--- config.mk ---
export PLATFORM = sky130hd
export DESIGN_NAME = prio_dispatcher
export DESIGN_NICKNAME = d
export VERILOG_FILES = /design/src/rtl/disp_pkg.sv /design/src/rtl/disp_prio_pick.sv /design/src/rtl/disp_unit_file.sv /design/src/rtl/prio_dispatcher.sv
export SDC_FILE = /design/constraint.sdc
export NUM_CORES = 1
export LEC_CHECK = 0
export ABC_AREA = 0
export BUFFER_PORTS_ARGS = -buffer_cell sky130_fd_sc_hd__buf_2
export CORE_MARGIN = 2
export CORE_UTILIZATION = 30
export DETAILED_ROUTE_END_ITERATION = 16
export PLACE_DENSITY_LB_ADDON = 0.15
export SYNTH_ARGS = -nofsm -noshare
export SYNTH_HDL_FRONTEND = slang
export SYNTH_HIERARCHICAL = 1
export SYNTH_SLANG_ARGS = --single-unit
--- constraint.sdc ---
create_clock -name clk -period 4.4 [get_ports clk]
set_input_delay 0.22 -clock clk [delete_from_list [all_inputs] [get_ports clk]]
set_output_delay 0.22 -clock clk [all_outputs]
set_load 0.05 [all_outputs]
--- src/rtl/disp_pkg.sv ---
package disp_pkg;

    localparam int AW = 15;
    localparam int DW = 24;

    localparam int TYPE_LSB     = 21;
    localparam int DIR_LAST_BIT = 20;
    localparam int CUT_UNIT_LSB = 18;

    typedef enum logic [2:0] {
        W_BLANK  = 3'd0,
        W_ADDR   = 3'd1,
        W_BRANCH = 3'd2,
        W_CUT    = 3'd3,
        W_DIR    = 3'd4
    } wtype_e;

    typedef enum logic [2:0] {
        S_SCAN,
        S_STAT,
        S_DECIDE,
        S_FETCH,
        S_EXEC
    } state_e;

    typedef struct packed {
        logic executing;
    } unit_stat_t;

    function automatic wtype_e word_type(input logic [DW-1:0] w);
        case (w[TYPE_LSB +: 3])
            3'd1:    return W_ADDR;
            3'd2:    return W_BRANCH;
            3'd3:    return W_CUT;
            3'd4:    return W_DIR;
            default: return W_BLANK;
        endcase
    endfunction

    function automatic logic [AW-1:0] word_addr(input logic [DW-1:0] w);
        return w[AW-1:0];
    endfunction

    function automatic logic dir_last(input logic [DW-1:0] w);
        return w[DIR_LAST_BIT];
    endfunction

endpackage

--- src/rtl/disp_prio_pick.sv ---
module disp_prio_pick #(
    parameter int NUM_UNITS = 4
) (
    input  logic                         clk,
    input  logic                         rst,
    input  logic [NUM_UNITS-1:0]         pend_i,
    output logic                         any_o,
    output logic [$clog2(NUM_UNITS)-1:0] idx_o,
    output logic [NUM_UNITS-1:0]         onehot_o
);
    localparam int UIDX_W = $clog2(NUM_UNITS);

    always_comb begin
        any_o    = |pend_i;
        idx_o    = '0;
        for (int i = NUM_UNITS - 1; i >= 0; i--) begin
            if (pend_i[i]) idx_o = UIDX_W'(i);
        end
        onehot_o = pend_i & (~pend_i + 1'b1);
    end

    // the isolated bit and the encoded index agree
    assert_pick_lowest_R2: assert property (@(posedge clk) disable iff (rst)
        any_o |-> (onehot_o[idx_o] && $onehot(onehot_o)));

endmodule

--- src/rtl/disp_unit_file.sv ---
module disp_unit_file
    import disp_pkg::*;
#(
    parameter int NUM_UNITS   = 4,
    parameter int QUEUE_DEPTH = 2,
    parameter int BOOT_ADDR   = 0
) (
    input  logic                         clk,
    input  logic                         rst,
    input  logic [$clog2(NUM_UNITS)-1:0] rd_idx,
    output logic [AW-1:0]                par_o,
    output logic                         busy_o,
    output logic                         q_empty_o,
    output logic [AW-1:0]                q_head_o,
    input  logic                         par_we,
    input  logic [AW-1:0]                par_wdata,
    input  logic                         busy_we,
    input  logic                         busy_wdata,
    input  logic                         pop,
    input  logic                         push,
    input  logic [$clog2(NUM_UNITS)-1:0] push_idx,
    input  logic [AW-1:0]                push_addr,
    output logic                         push_full_o
);
    localparam int UIDX_W = $clog2(NUM_UNITS);
    localparam int QIW    = $clog2(QUEUE_DEPTH);
    localparam int QPW    = QIW + 1;

    logic [AW-1:0] par_all   [NUM_UNITS];
    logic          busy_all  [NUM_UNITS];
    logic          empty_all [NUM_UNITS];
    logic          full_all  [NUM_UNITS];
    logic [AW-1:0] head_all  [NUM_UNITS];

    for (genvar u = 0; u < NUM_UNITS; u++) begin : g_unit
        logic [AW-1:0]  par_q;
        logic           busy_q;
        logic [AW-1:0]  slot_q [QUEUE_DEPTH];
        logic [QPW-1:0] hd_q, tl_q;
        logic           sel_rd, sel_wr;

        assign sel_rd = (rd_idx == UIDX_W'(u));
        assign sel_wr = (push_idx == UIDX_W'(u));

        always_ff @(posedge clk) begin
            if (rst) begin
                par_q  <= (u == 0) ? AW'(BOOT_ADDR) : '0;
                busy_q <= (u == 0);
                hd_q   <= '0;
                tl_q   <= '0;
            end else begin
                if (par_we && sel_rd)  par_q  <= par_wdata;
                if (busy_we && sel_rd) busy_q <= busy_wdata;
                if (pop && sel_rd)     hd_q   <= hd_q + 1'b1;
                if (push && sel_wr && !full_all[u]) begin
                    slot_q[tl_q[QIW-1:0]] <= push_addr;
                    tl_q <= tl_q + 1'b1;
                end
            end
        end

        assign par_all[u]   = par_q;
        assign busy_all[u]  = busy_q;
        assign empty_all[u] = (hd_q == tl_q);
        assign full_all[u]  = (hd_q[QIW] != tl_q[QIW]) &&
                              (hd_q[QIW-1:0] == tl_q[QIW-1:0]);
        assign head_all[u]  = slot_q[hd_q[QIW-1:0]];
    end

    assign par_o       = par_all[rd_idx];
    assign busy_o      = busy_all[rd_idx];
    assign q_empty_o   = empty_all[rd_idx];
    assign q_head_o    = head_all[rd_idx];
    assign push_full_o = full_all[push_idx];

    // the controller never appends to a full queue
    assert_no_overflow_R11: assert property (@(posedge clk) disable iff (rst)
        push |-> !push_full_o);

    // the controller never pops an empty queue
    assert_no_underflow_R5: assert property (@(posedge clk) disable iff (rst)
        pop |-> !q_empty_o);

endmodule

--- src/rtl/prio_dispatcher.sv ---
module prio_dispatcher
    import disp_pkg::*;
#(
    parameter int NUM_UNITS   = 4,
    parameter int QUEUE_DEPTH = 2,
    parameter int BOOT_ADDR   = 0
) (
    input  logic                         clk,
    input  logic                         rst,
    input  logic [NUM_UNITS-1:0]         req_i,
    output logic [NUM_UNITS-1:0]         sel_o,
    input  logic                         ustat_i,
    output logic                         mem_rd_o,
    output logic [14:0]                  mem_addr_o,
    input  logic [23:0]                  mem_rdata_i,
    output logic                         dir_valid_o,
    output logic [$clog2(NUM_UNITS)-1:0] dir_unit_o,
    output logic [23:0]                  dir_word_o
);
    localparam int UIDX_W = $clog2(NUM_UNITS);

    state_e               state_q, state_d;
    logic [UIDX_W-1:0]    cur_q, cur_d;
    logic [AW-1:0]        apar_q, apar_d;
    unit_stat_t           ar_q, ar_d;
    logic [NUM_UNITS-1:0] pend_q, pend_clr, pend_set;
    logic [NUM_UNITS-1:0] sel_q, sel_d;
    logic                 dir_v_q, dir_v_d;
    logic [UIDX_W-1:0]    dir_u_q, dir_u_d;
    logic [DW-1:0]        dir_w_q, dir_w_d;

    logic                 pick_any;
    logic [UIDX_W-1:0]    pick_idx;
    logic [NUM_UNITS-1:0] pick_onehot;

    logic [AW-1:0]        uf_par, uf_head;
    logic                 uf_busy, uf_empty, uf_push_full;
    logic                 par_we, busy_we, busy_wdata, q_pop, q_push;
    logic [AW-1:0]        par_wdata;

    wtype_e               wt;
    logic [AW-1:0]        wf_addr;
    logic [UIDX_W-1:0]    cut_tgt;

    assign wt      = word_type(mem_rdata_i);
    assign wf_addr = word_addr(mem_rdata_i);
    assign cut_tgt = mem_rdata_i[CUT_UNIT_LSB +: UIDX_W];

    disp_prio_pick #(.NUM_UNITS(NUM_UNITS)) u_pick (
        .clk      (clk),
        .rst      (rst),
        .pend_i   (pend_q),
        .any_o    (pick_any),
        .idx_o    (pick_idx),
        .onehot_o (pick_onehot)
    );

    disp_unit_file #(
        .NUM_UNITS   (NUM_UNITS),
        .QUEUE_DEPTH (QUEUE_DEPTH),
        .BOOT_ADDR   (BOOT_ADDR)
    ) u_units (
        .clk         (clk),
        .rst         (rst),
        .rd_idx      (cur_q),
        .par_o       (uf_par),
        .busy_o      (uf_busy),
        .q_empty_o   (uf_empty),
        .q_head_o    (uf_head),
        .par_we      (par_we),
        .par_wdata   (par_wdata),
        .busy_we     (busy_we),
        .busy_wdata  (busy_wdata),
        .pop         (q_pop),
        .push        (q_push),
        .push_idx    (cut_tgt),
        .push_addr   (wf_addr),
        .push_full_o (uf_push_full)
    );

    always_comb begin
        state_d    = state_q;
        cur_d      = cur_q;
        apar_d     = apar_q;
        ar_d       = ar_q;
        sel_d      = '0;
        pend_clr   = '0;
        pend_set   = '0;
        par_we     = 1'b0;
        par_wdata  = apar_q;
        busy_we    = 1'b0;
        busy_wdata = 1'b0;
        q_pop      = 1'b0;
        q_push     = 1'b0;
        dir_v_d    = 1'b0;
        dir_u_d    = dir_u_q;
        dir_w_d    = dir_w_q;
        case (state_q)
            S_SCAN: begin
                if (pick_any) begin
                    cur_d   = pick_idx;
                    sel_d   = pick_onehot;
                    state_d = S_STAT;
                end
            end
            S_STAT: begin
                ar_d    = '{executing: ustat_i};
                state_d = S_DECIDE;
            end
            S_DECIDE: begin
                if (ar_q.executing) begin
                    state_d = S_SCAN;
                end else if (uf_busy) begin
                    apar_d  = uf_par;
                    state_d = S_FETCH;
                end else if (!uf_empty) begin
                    q_pop      = 1'b1;
                    apar_d     = uf_head + 1'b1;
                    par_we     = 1'b1;
                    par_wdata  = uf_head + 1'b1;
                    busy_we    = 1'b1;
                    busy_wdata = 1'b1;
                    state_d    = S_FETCH;
                end else begin
                    pend_clr[cur_q] = 1'b1;
                    state_d         = S_SCAN;
                end
            end
            S_FETCH: begin
                apar_d  = apar_q + 1'b1;
                state_d = S_EXEC;
            end
            S_EXEC: begin
                case (wt)
                    W_BRANCH: begin
                        apar_d  = wf_addr;
                        state_d = S_FETCH;
                    end
                    W_CUT: begin
                        q_push            = !uf_push_full;
                        pend_set[cut_tgt] = !uf_push_full;
                        par_we            = 1'b1;
                        state_d           = S_SCAN;
                    end
                    W_DIR: begin
                        dir_v_d         = 1'b1;
                        dir_u_d         = cur_q;
                        dir_w_d         = mem_rdata_i;
                        par_we          = 1'b1;
                        busy_we         = dir_last(mem_rdata_i);
                        busy_wdata      = 1'b0;
                        pend_clr[cur_q] = 1'b1;
                        state_d         = S_SCAN;
                    end
                    default: state_d = S_FETCH;
                endcase
            end
            default: state_d = S_SCAN;
        endcase
    end

    always_ff @(posedge clk) begin
        if (rst) begin
            state_q <= S_SCAN;
            cur_q   <= '0;
            apar_q  <= '0;
            ar_q    <= '0;
            pend_q  <= '0;
            sel_q   <= '0;
            dir_v_q <= 1'b0;
            dir_u_q <= '0;
            dir_w_q <= '0;
        end else begin
            state_q <= state_d;
            cur_q   <= cur_d;
            apar_q  <= apar_d;
            ar_q    <= ar_d;
            pend_q  <= (pend_q & ~pend_clr) | pend_set | req_i;
            sel_q   <= sel_d;
            dir_v_q <= dir_v_d;
            dir_u_q <= dir_u_d;
            dir_w_q <= dir_w_d;
        end
    end

    assign sel_o       = sel_q;
    assign mem_rd_o    = (state_q == S_FETCH);
    assign mem_addr_o  = apar_q;
    assign dir_valid_o = dir_v_q;
    assign dir_unit_o  = dir_u_q;
    assign dir_word_o  = dir_w_q;

    assert_sel_onehot_R2: assert property (@(posedge clk) disable iff (rst)
        $onehot0(sel_o));

    assert_sel_pulse_R2: assert property (@(posedge clk) disable iff (rst)
        (|sel_o) |=> (sel_o == '0));

    assert_no_fetch_on_select_R3: assert property (@(posedge clk) disable iff (rst)
        (|sel_o) |-> !mem_rd_o);

    assert_step_by_one_R7: assert property (@(posedge clk) disable iff (rst)
        (state_q == S_EXEC && (wt == W_ADDR || wt == W_BLANK))
            |=> (mem_rd_o && mem_addr_o == $past(mem_addr_o, 2) + 1'b1));

    assert_branch_target_R8: assert property (@(posedge clk) disable iff (rst)
        (state_q == S_EXEC && wt == W_BRANCH)
            |=> (mem_rd_o && mem_addr_o == $past(wf_addr)));

    assert_dir_pulse_R10: assert property (@(posedge clk) disable iff (rst)
        dir_valid_o |=> !dir_valid_o);

    assert_dir_no_fetch_R10: assert property (@(posedge clk) disable iff (rst)
        dir_valid_o |-> !mem_rd_o);

endmodule

# Word level (Yosys, flattened, before mapping)
# Memories as Yosys holds them, arrays and structs flattened. A register that Yosys moved wholly into a read port is not among the register bits.
# Cells that the tools add are included.
word_totals:
  out_inout_bits: 47
  mem_bits_rw: 120
  register_bits: 136
  in_bits: 31
  mem_count: 4
  word_cells: 208
mem_list:
  columns: ["memory", "words", "width", "read_ports", "rd_clocked_by_memory_dff", "wr", "line_no", "source"]
  rows:
  - ["u_units.g_unit[0].slot_q", 2, 15, 1, 1, 1, "disp_unit_file.sv:38", "logic [AW-1:0] slot_q [QUEUE_DEPTH];"]
  - ["u_units.g_unit[1].slot_q", 2, 15, 1, 1, 1, "disp_unit_file.sv:38", null]
  - ["u_units.g_unit[2].slot_q", 2, 15, 1, 1, 1, "disp_unit_file.sv:38", null]
  - ["u_units.g_unit[3].slot_q", 2, 15, 1, 1, 1, "disp_unit_file.sv:38", null]
op_classes:
  addsub: 11
  reduce_logical: 42
  n_lt_le_gt_ge: 6
  mux: 76
  bitwise: 12
  n_eq_ne: 32
ops:
  columns: ["operator", "n"]
  rows:
  - ["$mux 15", 11]
  - ["$bmux 15 s2", 2]
  - ["$pmux 15 s3", 1]
  - ["$mux 1", 37]
  - ["$add 15x1->15 const B", 2]
  - ["$logic_and 1x1->1", 26]
  - ["$mux 4", 6]
  - ["$eq 3x2->1 const B", 6]
  - ["$add 2x1->2 const B", 8]
  - ["$mux 2", 8]
  - ["$pmux 3 s5", 1]
  - ["$and 4x4->4", 3]
  - ["$pmux 3 s4", 1]
  - ["$eq 3x3->1 const B", 3]
  - ["$eq 2x2->1", 4]
  - ["$eq 2x2->1 const B", 4]
  - ["$not 4->4", 2]
  - ["$or 4x4->4", 2]
  - ["$pmux 4 s2", 1]
  - ["$bmux 1 s2", 3]
  - ["$eq 3x1->1 const B", 2]
  - ["$ge 3x3->1 const B", 2]
  - ["$lt 2x3->1 const B", 2]
  - ["$not 2->3", 2]
  - ["20 further kinds", 40]

# Longest topological paths before layout
# Gate-level depths: netlist of run 1.
logic_depth:
  ltp_word: 13
  depth_mapped: 15
  mapped_depth_nobuf: 11

# Modules after synthesis
# The synthesis of run 1 kept the hierarchy.
by_module_without_submodules:
  columns: ["module", "instances", "cells_each", "seq_area_each_um2", "area_per_inst_um2"]
  rows:
  - ["disp_unit_file", 1, 649, 5285.1, 8150.3]
  - ["prio_dispatcher", 1, 458, 1121.1, 3384.5]
  - ["disp_prio_pick", 1, 10, 0.0, 58.8]

# Worst setup path after synthesis of run 1
# OpenSTA, ideal clock, no wires.
synth_path:
  path_type: "register to register"
  startpoint: "reg u_units.g_unit[0].tl_q[0]"
  endpoint: "mem u_units.g_unit[0].slot_q[1][0] (enable)"
  slack_ns: 0.911
  t_arrival_ns: 3.080
  synth_period_minus_slack_ns: 3.489
  setup_time_ns: 0.409
  path_stages_with_launch: 9
  path_buffers: 0
  t_required_ns: 3.991
  path_cell_list: "dfxtp_1 xor2_1 nor3_1 a311oi_1 a31oi_1 nor4b_4 nor3b_1 o21ai_0 nor3b_1"
synth_via:
  elab_chain_len: 13
  word_cells_on_any_way: 14
  cone_classes: "1 x eq/ne; 8 x mux; 5 x reduce/logical"
synth_lines:
  columns: ["element", "line_no", "source"]
  rows:
  - ["start: declaration", "disp_unit_file.sv:39", "logic [QPW-1:0] hd_q, tl_q;"]
  - ["start signal: assignment", "disp_unit_file.sv:57", "tl_q <= tl_q + 1'b1;"]
  - ["$eq 1x1->1", "disp_unit_file.sv:66", "(hd_q[QIW-1:0] == tl_q[QIW-1:0]);"]
  - ["$logic_and 1x1->1", "disp_unit_file.sv:65", "assign full_all[u] = (hd_q[QIW] != tl_q[QIW]) &&"]
  - ["$bmux 1 s2", "disp_unit_file.sv:74", "assign push_full_o = full_all[push_idx];"]
  - ["$mux 1 (not written as such) (2 in a row)", "disp_unit_file.sv:74", null]
  - ["named net uf_push_full", "prio_dispatcher.sv:37", "logic uf_busy, uf_empty, uf_push_full;"]
  - ["$logic_not 1->1", "prio_dispatcher.sv:140", "q_push = !uf_push_full;"]
  - ["$mux 1", "prio_dispatcher.sv:134", "case (wt)"]
  - ["$mux 1", "prio_dispatcher.sv:98", "case (state_q)"]
  - ["named net q_push", "prio_dispatcher.sv:38", "logic par_we, busy_we, busy_wdata, q_pop, q_push;"]
  - ["$logic_and 1x1->1 (2 in a row)", "disp_unit_file.sv:55", "if (push && sel_wr && !full_all[u]) begin"]
  - ["$mux 1", "disp_unit_file.sv:55", null]
  - ["$mux 1", "disp_unit_file.sv:46", "if (rst) begin"]
  - ["$mux 1 (not written as such)", "disp_unit_file.sv:56", "slot_q[tl_q[QIW-1:0]] <= push_addr;"]
  - ["end: declaration", "disp_unit_file.sv:38", null]
# The timed path passes the listed nets, and every way through them passes these cells. The select of a mux whose other input is x is not followed.

# Final worst setup path of run 1
layout_path:
  startpoint: "reg cur_q[1]"
  endpoint: "reg u_units.g_unit[2].par_q[14]"
layout_via:
  elab_chain_len: 9
  word_cells_on_any_way: 21
  cone_classes: "1 x add/sub; 1 x eq/ne; 17 x mux; 1 x bitwise; 1 x reduce/logical"
layout_lines:
  columns: ["element", "line_no", "source"]
  rows:
  - ["start: declaration", "prio_dispatcher.sv:23", "logic [UIDX_W-1:0] cur_q, cur_d;"]
  - ["start signal: assignment", "prio_dispatcher.sv:175", "cur_q <= cur_d;"]
  - ["$not 2->3 (not written as such)", "disp_unit_file.sv:73", "assign q_head_o = head_all[rd_idx];"]
  - ["$bmux 15 s2", "disp_unit_file.sv:73", null]
  - ["$mux 15 (not written as such) (2 in a row)", "disp_unit_file.sv:73", null]
  - ["named net uf_head[0]", "prio_dispatcher.sv:36", "logic [AW-1:0] uf_par, uf_head;"]
  - ["$add 15x1->15", "prio_dispatcher.sv:120", "par_wdata = uf_head + 1'b1;"]
  - ["$mux 15", null, null]
  - ["$mux 15", "prio_dispatcher.sv:113", "end else if (uf_busy) begin"]
  - ["$mux 15", "prio_dispatcher.sv:111", "if (ar_q.executing) begin"]
  - ["$mux 15", "prio_dispatcher.sv:98", null]
  - ["named net par_wdata[14]", "prio_dispatcher.sv:39", "logic [AW-1:0] par_wdata;"]
  - ["end signal: assignment", "disp_unit_file.sv:47", "par_q <= (u == 0) ? AW'(BOOT_ADDR) : '0;"]
  - ["end signal: assignment", "disp_unit_file.sv:52", "if (par_we && sel_rd) par_q <= par_wdata;"]
  - ["end: declaration", "disp_unit_file.sv:36", "logic [AW-1:0] par_q;"]
# The timed path passes the listed nets, and every way through them passes these cells. The select of a mux whose other input is x is not followed.
# A chain may end at the register's enable or synchronous reset.

==> impl_results.md, run 1 <==
* Status: finished clean
* Ranking of synthesized cells by area: edfxtp_1 31%, dfxtp_1 24%, nand2_1 7.2%, a21oi_1 5.1%, mux2_2 3.1%
* Synth Net Count at 1150
* Avg WL per Cell at 20.6 um
* Total chip power at 5730 uW
* Critical path class: reg -> reg
* Die H at 201 um
* Die area at 40200 um2
* First-pass GRT wire length at 53.9 mm
* Worst-skew pair later-pin latency at 580 ps
* Cells after synthesis at 1117
* Core Rows at 72
* Diode count at 0
* Share of layout cells above drive strength 1 at 0.186
* Slew @ Worst Pin at 893 ps
* RD Place Congestion at 0.801
* Count leader, synth: nand2_1
* Critical Path Fanout Max at 16
* Period utilisation layout at 0.858
* CP Buf/Inv Count at 0
* Clk pin slew, worst setup/hold paths at 60 ps
* Fmax at 265 MHz
* Area grow syn2layout at 17.2%
* Final hold violations at 0
* DRC Markers at 0
* Initial Util at 0.302
* Routed Antenna Nets at 0
* Antenna violations before repair at 0
* Largest net degree at the start of global routing at 71
* Sequential area share after synthesis at 0.553
* Worst path arrival time at 4280 ps
* Most used cell, CP: nand2_1
* CP required at 4900 ps
* CTS tree: yes
* Final instance area at 13600 um2
* Final min period at 3780 ps
* Top cell type's share of synthesized area at 0.311
* All-Layer GR Usage at 0.175
* Die X at 201 um
* Fin cells at 1733
* Ys async rst share at 0
* Top Ports at 78
* Delay-heaviest family, CP: compound AO/OA/AOI/OAI gates
* Total number of vias at 8748
* Placed cell count at 1669
* Top FF cell, synth: dfxtp_1
* First DRT Iteration DRCs at 545
* Crit-path cells: nand2_1 -> o22ai_1 -> a221oi_1 -> ha_1 -> nand3_1 -> nor4_1 -> xnor2_1 -> o21ai_0 -> nand2_1 -> a21oi_1
* Largest area contributor in the netlist: edfxtp_1
* Unrepaired setup endpoints after global routing: false
* Post-Route WL at 35.7 mm
* Dpl cell area at 12500 um2
* Clock Tree Buf Depth at 3
* Max-slew headroom at 0.405
* Number of global-route vias before repair at 8560
* Min-delay worst type: in -> reg
* Number of distinct library cells after synthesis at 70
* Reported leakage power at 0.00459 uW
* Synthesized flop and latch total at 260
* PortBufs at 77
* CTS Buf Count at 29
* Grt ovf at 0
* Maxcap violations at 0
* 1st-pass router iterations at 5
* Peak VDD IR at 0.000266 V
* Setup Skew at 15.2 ps
* Post-CTS Setup Inserts at 0
* Synth Warn # at 6
* Dpl hpwl at 23.4 mm
* # clock sinks at 260
* Worst setup EP type: flip-flop
* Slowest stage delay, CP at 620 ps
* H-Tree Depth at 1
* Setup_tns at 0 ps
* CP startpoint kind: flip-flop
* Drt via density at 5.05
* Avg Cell Area, Syn at 10.4 um2
* Fin nets at 1225
* Power Dens Cells at 421 nW/um2
* Number of synthesized flops with an enable pin at 120
* Slowest cell on crit path: a221oi_1
* Max-slew violation count at 0
* Mapped Area at 11600 um2
* Most instantiated cells after synthesis: 222 x nand2_1, 140 x dfxtp_1, 120 x edfxtp_1, 117 x a21oi_1, 59 x nor2_1
* Placeable Area at 38400 um2
* Final setup violation count at 0
* Clock root cell: clkbuf_16
[what timing repair did]
item,in CTS,in global routing
gates resized for setup,0,0
hold buffers,10,0
setup endpoints to repair,0,0
hold endpoints to repair,10,0
[cells by family (layout without fill, tap and decap cells)]
family | after synthesis | in the layout | synth area share
buf+inv | 94 | 192 | 0.0385
flops | 260 | 260 | 0.553
mux | 80 | 80 | 0.0898
simple gates | 387 | 387 | 0.151
xor+xnor | 40 | 40 | 0.0302
compound gates | 254 | 254 | 0.136
fa+ha+maj | 2 | 2 | 0.00216
[cell type report]
cell class,count,area [um2]
Fill cell,3926,24800
Sequential cell,260,6410
Multi-Input combinational cell,763,4790
Clock buffer,37,790
Timing Repair Buffer,121,743
Tap cell,518,648
Clock inverter,17,146
Inverter,17,63.8
[per-stage QoR]
stage / setup slack (ps) / util / hold WS [ps]
global placement: 702 / 0.327 / 440
global route: 260 / 0.354 / 25.1
floorplan: 911 / - / 304
finish: 624 / 0.354 / 32.1
detailed placement: 670 / 0.327 / 444
CTS: 657 / 0.354 / 3.22
[path summary, 6_finish.rpt]
path                                 startpoint                     endpoint  slack [ps]  depth (start not counted)
worst max-delay path                   cur_q[1]  u_units/g_unit[2].par_q[14]         620                         10
worst min-delay path            mem_rdata_i[18]               dir_word_o[18]          30                          3
worst max register to register         cur_q[1]  u_units/g_unit[2].par_q[14]         620                         10
worst min register to register    dir_word_o[8]                dir_word_o[8]         450                          2
[metal layers]
metal | track usage | vias to the layer above | share of wire
li1 | - | 4186 | -
met1 | 0.244 | 4300 | 0.47
met2 | 0.283 | 212 | 0.46
met3 | 0.0258 | 50 | 0.049
met4 | 0.0500 | 0 | 0.026
met5 | 0 | - | 0
[cells in the final DEF, fill, tap and decap left out, types with 8 or more instances in the layout]
cell,n
edfxtp_1,120
dfxtp_1,139
xnor2_1,26
nor3_1,12
nand3_1,20
mux2_2,32
a21oi_1,117
clkbuf_16,29
a31oi_1,13
mux4_2,16
and3_1,13
nand4_1,8
xor2_1,14
mux2i_1,32
inv_1,16
dlygate4sd3_1,10
nor2_1,59
o22ai_1,18
buf_4,35
buf_2,76
a221oi_1,20
nand2_1,222
o21ai_0,41
[power by group]
| part | switching [uW] | internal [uW] | total [uW] |
|---|---|---|---|
| registers | 58.1 | 2550 | 2610 |
| logic | 503 | 209 | 711 |
| clock network | 1020 | 1380 | 2400 |
[registers in the layout (all words and copies together) (netlist names), 4 cells and up, named ones only]
name and cells:
sel_o 4, u_units/g_unit.hd_q 8, mem_addr_o 15, dir_word_o 24, u_units/g_unit.par_q 60, u_units/g_unit.slot_q 120, u_units/g_unit.tl_q 8, pend_q 4
u_units/g_unit.busy_q 4
[worst register-to-register path, delay by kind of cell (launching register included)]
kind | cells | cell delay [ps]
xor gates and xnor gates | 1 | 160
adders and majority gates | 1 | 300
DFF | 1 | 380
and+or+nand+nor | 4 | 1300
AOI/OAI and AO/OA | 4 | 1590
(Power assumes the default switching activity.)
==> run 2, diff against run 1 <==
--- a/config.mk
+++ b/config.mk
@@ -8,7 +8,7 @@
 export ABC_AREA = 0
 export BUFFER_PORTS_ARGS = -buffer_cell sky130_fd_sc_hd__buf_2
 export CORE_MARGIN = 2
-export CORE_UTILIZATION = 30
+export CORE_UTILIZATION = 49
 export DETAILED_ROUTE_END_ITERATION = 16
 export PLACE_DENSITY_LB_ADDON = 0.15
 export SYNTH_ARGS = -nofsm -noshare
==> impl_results.md, run 2 (synthesized netlist as in run 1, its figures left out) <==
* Commonest cells after routing, fill and taps aside: 222 x nand2_1, 139 x dfxtp_1, 120 x edfxtp_1, 117 x a21oi_1, 76 x buf_2
* Core Rows at 56
* CP required at 4860 ps
* Fmax at 261 MHz
* Critical path class: reg -> reg
* CTS Buf Count at 27
* Post_cts resized at 0
* Total number of vias at 8839
* Avg WL per Cell at 20.9 um
* Worst-skew pair later-pin latency at 540 ps
* Power Dens Cells at 410 nW/um2
* Slew @ Worst Pin at 1270 ps
* Worst path arrival time at 4290 ps
* Final min period at 3840 ps
* Routed Antenna Nets at 0
* Clk pin slew, worst setup/hold paths at 60 ps
* Flop2flop setup slack at 560 ps
* DR top layer: met4
* Metal3 WL at 2.35 mm
* Clock Tree Buf Depth at 3
* Initial Util at 0.497
* Diode count at 0
* Final setup violation count at 0
* Critical Path Fanout Max at 15
* All-Layer GR Usage at 0.252
* Psw at 1470 uW
* Sw frac at 0.273
* Final setup margin at 563 ps
* Most common cell after layout, fill and taps aside: nand2_1
* DRC Markers at 0
* Maxcap violations at 0
* CTS tree: yes
* CP startpoint kind: flip-flop
* Hold Startpoint: mem_rdata_i[13]
* Final hold violations at 0
* Number of global-route vias before repair at 8187
* Worst slack, placed at 674 ps
* Gate power share at 0.127
* Die area at 24900 um2
* Reported leakage power at 0.00447 uW
* Die X at 158 um
* Max-slew headroom at 0.140
* Hold Slack at 61.4 ps
* Met1 Routed Length at 14.1 mm
* Grt ovf at 0
* Setup Skew at 11.6 ps
* Share of layout cells above drive strength 1 at 0.177
* Period utilisation layout at 0.872
* Clock power share at 0.388
* Layout fillers at 2041
* Max-slew violation count at 0
* First-pass GRT wire length at 47.7 mm
* Min-delay worst type: in -> reg
* Unrepaired setup endpoints after global routing: false
* Worst reg2reg path endpoint: u_units/g_unit[2].par_q[14]
* Hold path depth at 3
* Sequential Power Share at 0.486
* Fin nets at 1213
* Drt via density at 5.82
* Dpl hpwl at 20.6 mm
* PortBufs at 77
* Top Ports at 78
* Placeable Area at 23300 um2
* Hold EP: dir_word_o[13]
* Area grow syn2layout at 13.2%
* H-Tree Depth at 1
* Internal power at 3910 uW
* Area occupied by multi-input gates at 4790 um2
* R2R depth at 10
* Antenna violations before repair at 0
* Worst setup EP type: flip-flop
* First DRT Iteration DRCs at 819
* Largest net degree at the start of global routing at 75
* Peak VDD IR at 0.000286 V
* Post-Route WL at 31.7 mm
* Setup_tns at 0 ps
* # clock sinks at 260
* RD Place Congestion at 0.914
* WL met2 at 14.5 mm
* Status: finished clean
* Clock root cell: clkbuf_16
* Max FFs per register at 120
* Reg area at 6410 um2
* Die H at 158 um
* 1st-pass router iterations at 5
-- run 2: layout make-up --
| type | instances | area share |
|---|---|---|
| multi-input combinational | 763 | 0.365 |
| tap | 319 | 0.0304 |
| timing repair buffer | 111 | 0.0507 |
| sequential | 260 | 0.488 |
| clock inverter | 14 | 0.00591 |
| clock buffer | 35 | 0.0553 |
| inverter | 17 | 0.00486 |
-- run 2: repair_timing --
action | in CTS | in global routing
endpoints found under the hold margin | 9 | 0
hold buffers | 9 | 0
setup buffers | 0 | 0
-- run 2: worst max-delay path by stage --
stage | slack (ps) | start | depth (start not counted) | endpoint
finish | 560 | flip-flop | 10 | u_units/g_unit[2].par_q[14]
global route | 370 | flip-flop | 10 | u_units/g_unit[3].par_q[14]
CTS | 610 | flip-flop | 10 | u_units/g_unit[2].par_q[14]
detailed placement | 670 | flip-flop | 10 | u_units/g_unit[2].par_q[14]
global placement | 800 | flip-flop | 8 | mem_addr_o[11]
floorplan | 910 | u_units/g_unit[0].tl_q[0] | 8 | u_units/g_unit[0].slot_q[1][0]
-- run 2: power by group through the flow --
| stage | Sequential [uW] | Clock (uW) | Combinational [uW] |
|---|---|---|---|
| finish | 2610 | 2090 | 682 |
| global route | 2620 | 2220 | 734 |
| CTS | 2610 | 2130 | 676 |
| detailed placement | 2660 | 0 | 667 |
| global placement | 2660 | 0 | 665 |
| floorplan | 2690 | 0 | 419 |
-- run 2: per-layer routing --
metal,global-route usage,vias up
li1,-,4168
met1,0.354,4288
met2,0.398,335
met3,0.0476,48
met4,0.0766,0
met5,0,-
-- run 2: per-stage QoR --
step,cell area (um2),total power [uW],utilization,instances
global route,13100,5570,0.563,1519
finish,13100,5380,0.563,1519
floorplan,11600,3110,-,1117
global placement,12200,3330,0.524,1461
CTS,13100,5420,0.563,1519
detailed placement,12200,3330,0.524,1461
-- run 2: worst max-delay path, cell delays in order (launching register included) --
cell and delay, ps:
dfxtp_1 860, mux2_2 310, o22ai_1 100, a221oi_1 560, ha_1 290, nand3_1 280
nor4_1 450, xnor2_1 160, o21ai_0 450, nand2_1 130, a21oi_1 160
